## config.mk

```make
export PLATFORM = sky130hd
export DESIGN_NAME = pswl_divider
export DESIGN_NICKNAME = d
export VERILOG_FILES = /design/src/rtl/pswl_pkg.sv /design/src/rtl/pswl_prescaler.sv /design/src/rtl/pswl_swallow_ctr.sv /design/src/rtl/pswl_main_ctr.sv /design/src/rtl/pswl_divider.sv
export SDC_FILE = /design/constraint.sdc
export NUM_CORES = 1
export LEC_CHECK = 0
export BUFFER_PORTS_ARGS = -buffer_cell sky130_fd_sc_hd__clkbuf_2
export CORE_MARGIN = 2
export CORE_UTILIZATION = 41
export DETAILED_ROUTE_END_ITERATION = 10
export PLACE_DENSITY_LB_ADDON = 0.2
export SYNTH_ARGS = -nofsm -noshare
export SYNTH_HDL_FRONTEND = slang
export SYNTH_SLANG_ARGS = --single-unit
export TNS_END_PERCENT = 50
```

## constraint.sdc

```tcl
create_clock -name clk_in -period 3.4 [get_ports clk_in]
set_input_delay 0.17 -clock clk_in [delete_from_list [all_inputs] [get_ports clk_in]]
set_output_delay 0.17 -clock clk_in [all_outputs]
set_load 0.01 [all_outputs]
```

## src/rtl/pswl_pkg.sv

```systemverilog
package pswl_pkg;
  // default field widths; prescaler base modulus is 2**DEF_SW_W
  localparam int DEF_SW_W = 5;
  localparam int DEF_MN_W = 11;

  // modulus selector for the two-modulus prescaler
  typedef enum logic {
    MOD_BASE = 1'b0,   // divide by 2**SW_W
    MOD_PLUS = 1'b1    // divide by 2**SW_W + 1
  } pswl_mod_e;

  // divide ratio for a given setting, generic over widths via concatenation:
  // {m, s} equals m * 2**SW_W + s
  function automatic int unsigned pswl_ratio(input int unsigned s, input int unsigned m,
                                             input int unsigned sw_w);
    return (m << sw_w) + s;
  endfunction
endpackage

```

## src/rtl/pswl_prescaler.sv

```systemverilog
module pswl_prescaler
  import pswl_pkg::*;
#(
  parameter int PW = DEF_SW_W
) (
  input  logic      clk_in,
  input  logic      rst_n,
  input  logic      hold,
  input  pswl_mod_e modsel,
  output logic      wrap
);
  localparam int CW = PW + 1;
  localparam logic [CW-1:0] LAST_BASE = CW'((2 ** PW) - 1);
  localparam logic [CW-1:0] LAST_PLUS = CW'(2 ** PW);

  logic [CW-1:0] cnt;
  logic [CW-1:0] last_val;

  assign last_val = (modsel == MOD_PLUS) ? LAST_PLUS : LAST_BASE;
  assign wrap     = !hold && (cnt == last_val);

  always_ff @(posedge clk_in or negedge rst_n) begin
    if (!rst_n) begin
      cnt <= '0;
    end else if (hold || wrap) begin
      cnt <= '0;
    end else begin
      cnt <= cnt + 1'b1;
    end
  end
endmodule

```

## src/rtl/pswl_swallow_ctr.sv

```systemverilog
module pswl_swallow_ctr #(
  parameter int SW_W = 5
) (
  input  logic            clk_in,
  input  logic            rst_n,
  input  logic            reload,
  input  logic [SW_W-1:0] reload_val,
  input  logic            step,
  output logic            active
);
  logic [SW_W-1:0] cnt;

  assign active = (cnt != '0);

  always_ff @(posedge clk_in or negedge rst_n) begin
    if (!rst_n) begin
      cnt <= '0;
    end else if (reload) begin
      cnt <= reload_val;
    end else if (step && active) begin
      cnt <= cnt - 1'b1;
    end
  end
endmodule

```

## src/rtl/pswl_main_ctr.sv

```systemverilog
module pswl_main_ctr #(
  parameter int MN_W = 11,
  parameter logic [MN_W-1:0] RST_VAL = MN_W'(32)
) (
  input  logic            clk_in,
  input  logic            rst_n,
  input  logic            reload,
  input  logic [MN_W-1:0] reload_val,
  input  logic            step,
  output logic            last
);
  localparam logic [MN_W-1:0] ONE = MN_W'(1);

  logic [MN_W-1:0] cnt;

  assign last = (cnt == ONE);

  always_ff @(posedge clk_in or negedge rst_n) begin
    if (!rst_n) begin
      cnt <= RST_VAL;
    end else if (reload) begin
      cnt <= reload_val;
    end else if (step) begin
      cnt <= cnt - 1'b1;
    end
  end
endmodule

```

## src/rtl/pswl_divider.sv

```systemverilog
module pswl_divider
  import pswl_pkg::*;
#(
  parameter int SW_W = DEF_SW_W,
  parameter int MN_W = DEF_MN_W
) (
  input  logic            clk_in,
  input  logic            rst_n,
  input  logic            run_en,
  input  logic            load_stb,
  input  logic [SW_W-1:0] swallow_val,
  input  logic [MN_W-1:0] main_val,
  output logic            fv_pulse
);
  localparam int PRE_MOD = 2 ** SW_W;
  localparam logic [MN_W-1:0] MAIN_RST = MN_W'(PRE_MOD);

  // held settings
  logic [SW_W-1:0] pend_s;
  logic [MN_W-1:0] pend_m;

  // named internal events
  logic      pre_wrap;
  logic      sw_active;
  logic      main_last;
  logic      cycle_end;
  logic      restart;
  logic      period_step;
  pswl_mod_e pre_mod;

  always_ff @(posedge clk_in or negedge rst_n) begin
    if (!rst_n) begin
      pend_s <= '0;
      pend_m <= MAIN_RST;
    end else if (load_stb) begin
      pend_s <= swallow_val;
      pend_m <= main_val;
    end
  end

  assign pre_mod     = sw_active ? MOD_PLUS : MOD_BASE;
  assign cycle_end   = run_en && pre_wrap && main_last;
  assign restart     = !run_en || cycle_end;
  assign period_step = run_en && pre_wrap;

  pswl_prescaler #(.PW(SW_W)) u_pre (
    .clk_in (clk_in),
    .rst_n  (rst_n),
    .hold   (!run_en),
    .modsel (pre_mod),
    .wrap   (pre_wrap)
  );

  pswl_swallow_ctr #(.SW_W(SW_W)) u_sw (
    .clk_in     (clk_in),
    .rst_n      (rst_n),
    .reload     (restart),
    .reload_val (pend_s),
    .step       (period_step),
    .active     (sw_active)
  );

  pswl_main_ctr #(.MN_W(MN_W), .RST_VAL(MAIN_RST)) u_main (
    .clk_in     (clk_in),
    .rst_n      (rst_n),
    .reload     (restart),
    .reload_val (pend_m),
    .step       (period_step),
    .last       (main_last)
  );

  always_ff @(posedge clk_in or negedge rst_n) begin
    if (!rst_n) begin
      fv_pulse <= 1'b0;
    end else begin
      fv_pulse <= cycle_end;
    end
  end
endmodule

```

==> qor.yml <==
async_flop_share: 1.00
die_area_um2: 5420
fp.dieH_um: 73.6
hold_buffers: 0
fin_nets: 226
clk_latency_ns: 0.30
drive_gt1_frac: 0.287
min-delay-path-class: "input pin to async pin"
power_leakage_uw: 0.000960
grt_pass1_vias: 1486
max_clock_freq_mhz: 389
seqCellArea_um2: 978
routed_via_density: 5.59
drc: 0
cts_buffer_depth: 2
syn_to_final_growth_pct: 13.5
grt_pass1_wl_mm: 6.92
rr_worst_depth: 7
synth_top_area_frac: 0.466
cp_max_fo: 19
worstSetupPathType: "register to register"
grt_max_degree: 40
hold_viol_final: 0
synth_seq_area_share: 0.492
final_cells: 256
netlist_instances: 180
place.gp.congestion: 0.832
post_cts_buffers: 0
critPathCaptureType: "register"
port_buffers: 20
drv_cap: 0
synth-edff-count: 0
skew_ns: 0.00575
tns_ns: 0
rows: 25
finalMaxSlewViolations: 0
rrSetupSlack_ns: 0.83
met3RoutedLength_um: 155
synth_top_area_cell: "dfrtp_1"
drt-pass1-iter-count: 4
track_usage: 0.170
wirelength_mm: 4.02
syn_area_um2: 1990
wl_met2_mm: 1.95
fin_crit_sh: 0.756
layout_min_cycle_time_ns: 2.57
start_util: 0.423
synth_cell_type_count: 54
cts_repair_resize_count: 0
antenna_cells: 0
grt_overflow: 0
ys_seq_elements: 39
synth.most_common_cell: "dfrtp_1"
clk_pin_slew_worst_paths_ns: 0.08
critPathCapture: "u_main.cnt[7]"
ios: 21
rsz0062_at_grt: "no"
slew-limit-headroom: 0.363
syn_area_per_cell_um2: 11.0
wl_per_cell_um: 15.7
synth_area_leaders: "dfrtp_1 (47%), mux2_2 (9.1%), ha_1 (3.1%), o21ai_0 (3.0%), dfstp_2 (2.6%)"
fillers: 439
dp.cells: 248
wl_met1_mm: 1.85
arrival_ns: 2.75
rr_endpoint: "u_main.cnt[7]"
hpwl_mm: 2.91
setup_viol: 0
cp-startpoint: "u_sw.cnt[0]"
final_antenna_net_count: 0
status: "finished clean"
power_density_nw_per_um2: 506
htree_levels: 2
dr_total_vias: 1431
start_kind: "register"
die-width_um: 73.6
synth_common_cells: "dfrtp_1 (37), mux2_2 (16), nand2_1 (14)"
synth_nets: 205
r2r_start: "u_sw.cnt[0]"
cts_made_buffers: 5
antenna_found_initial: 0
ir_drop_uv: 279
clock-sinks: 39
multi_input_area_um2: 928
coreArea_um2: 4690
drt_iter0_markers: 89
clockRootBuffer: "clkbuf_8"
tightestPinTransition_ns: 0.955
required_ns: 3.58
yosys_warnings: 0
highest_layer: "met4"
cts_tree: "done"
synth_ff_type: "dfrtp_1"
## kinds of logic after synthesis
| family | after synthesis | synth area share |
|---|---|---|
| simple gates | 59 | 0.173 |
| flops | 39 | 0.492 |
| compound gates | 36 | 0.137 |
| buf+inv | 17 | 0.0403 |
| mux | 16 | 0.0907 |
| xor+xnor | 8 | 0.0353 |
| fa+ha+maj | 5 | 0.0315 |
## cell type report
class / instances / area share
clock buffer: 5 / 0.0305
clock inverter: 3 / 0.0300
inverter: 10 / 0.0166
multi-input combinational: 124 / 0.412
sequential: 39 / 0.434
tap: 54 / 0.0300
timing repair buffer: 21 / 0.0477
## how the worst min path moves through the flow
stage | from | endpoint | slack (ns) | depth (start not counted)
final | rst_n | u_main.cnt[3] | 0.008 | 1
after global placement | rst_n | pend_m[4] | 0.35 | 1
after CTS | rst_n | pend_m[4] | 0.05 | 1
after detailed placement | rst_n | pend_m[4] | 0.37 | 1
after global routing | main_val[5] | pend_m[5] | 0.07 | 3
after floorplan | rst_n | fv_pulse | -0.13 | 0
## worst max-delay path: stages (launching register included)
cell	delay (ns)
dfrtp_1	0.38
inv_1	0.12
ha_1	0.15
or4b_4	0.48
and4b_1	0.30
nor2_4	0.40
o21ai_2	0.23
a221o_1	0.39
## power by group
part	internal (uW)	total (uW)	switching (uW)
Clock	293	458	166
Sequential	511	550	38.9
Combinational	66.6	133	66.8
Total	870	1140	271
## layer usage
metal / vias up / GRT usage
li1: 694 / -
met1: 704 / 0.220
met2: 27 / 0.270
met3: 6 / 0.0480
met4: 0 / 0.0667
met5: - / 0
## registers in the layout, summed over array words and instances, names as in the netlist
register,count
fv_pulse,1
pend_m,11
pend_s,5
u_main.cnt,11
u_pre.cnt,6
u_sw.cnt,5
## placed cells by master, fill, tap and decap left out, types with 2 or more instances in the layout
cell,count
dfrtp_1,37
nor3_1,8
nand2_1,14
xnor2_1,5
xor2_1,3
or3_1,2
dfstp_2,2
o21ai_0,12
a211o_1,3
bufinv_16,2
inv_1,9
clkbuf_8,5
ha_1,5
a21oi_1,2
a2bb2oi_1,2
a211oi_1,2
nor2b_1,2
mux2_2,16
nor4_1,5
nand3_1,3
nor2_1,10
a32oi_1,3
clkbuf_2,20
## stage by stage
stage / worst slack (ns) / hold slack [ns] / instance area [um^2] / utilization / power (uW)
4_1_cts: 0.830 / 0.0454 / 2260 / 0.481 / 1160
5_1_grt: 0.660 / 0.0715 / 2260 / 0.481 / 1200
6_report: 0.831 / 0.00825 / 2260 / 0.481 / 1140
3_5_place_dp: 0.844 / 0.368 / 2120 / 0.452 / 693
3_3_place_gp: 0.928 / 0.353 / 2120 / 0.452 / 685
2_1_floorplan: 0.962 / -0.126 / 1990 / - / 641
No activity file was read; power rests on OpenSTA's default activity.
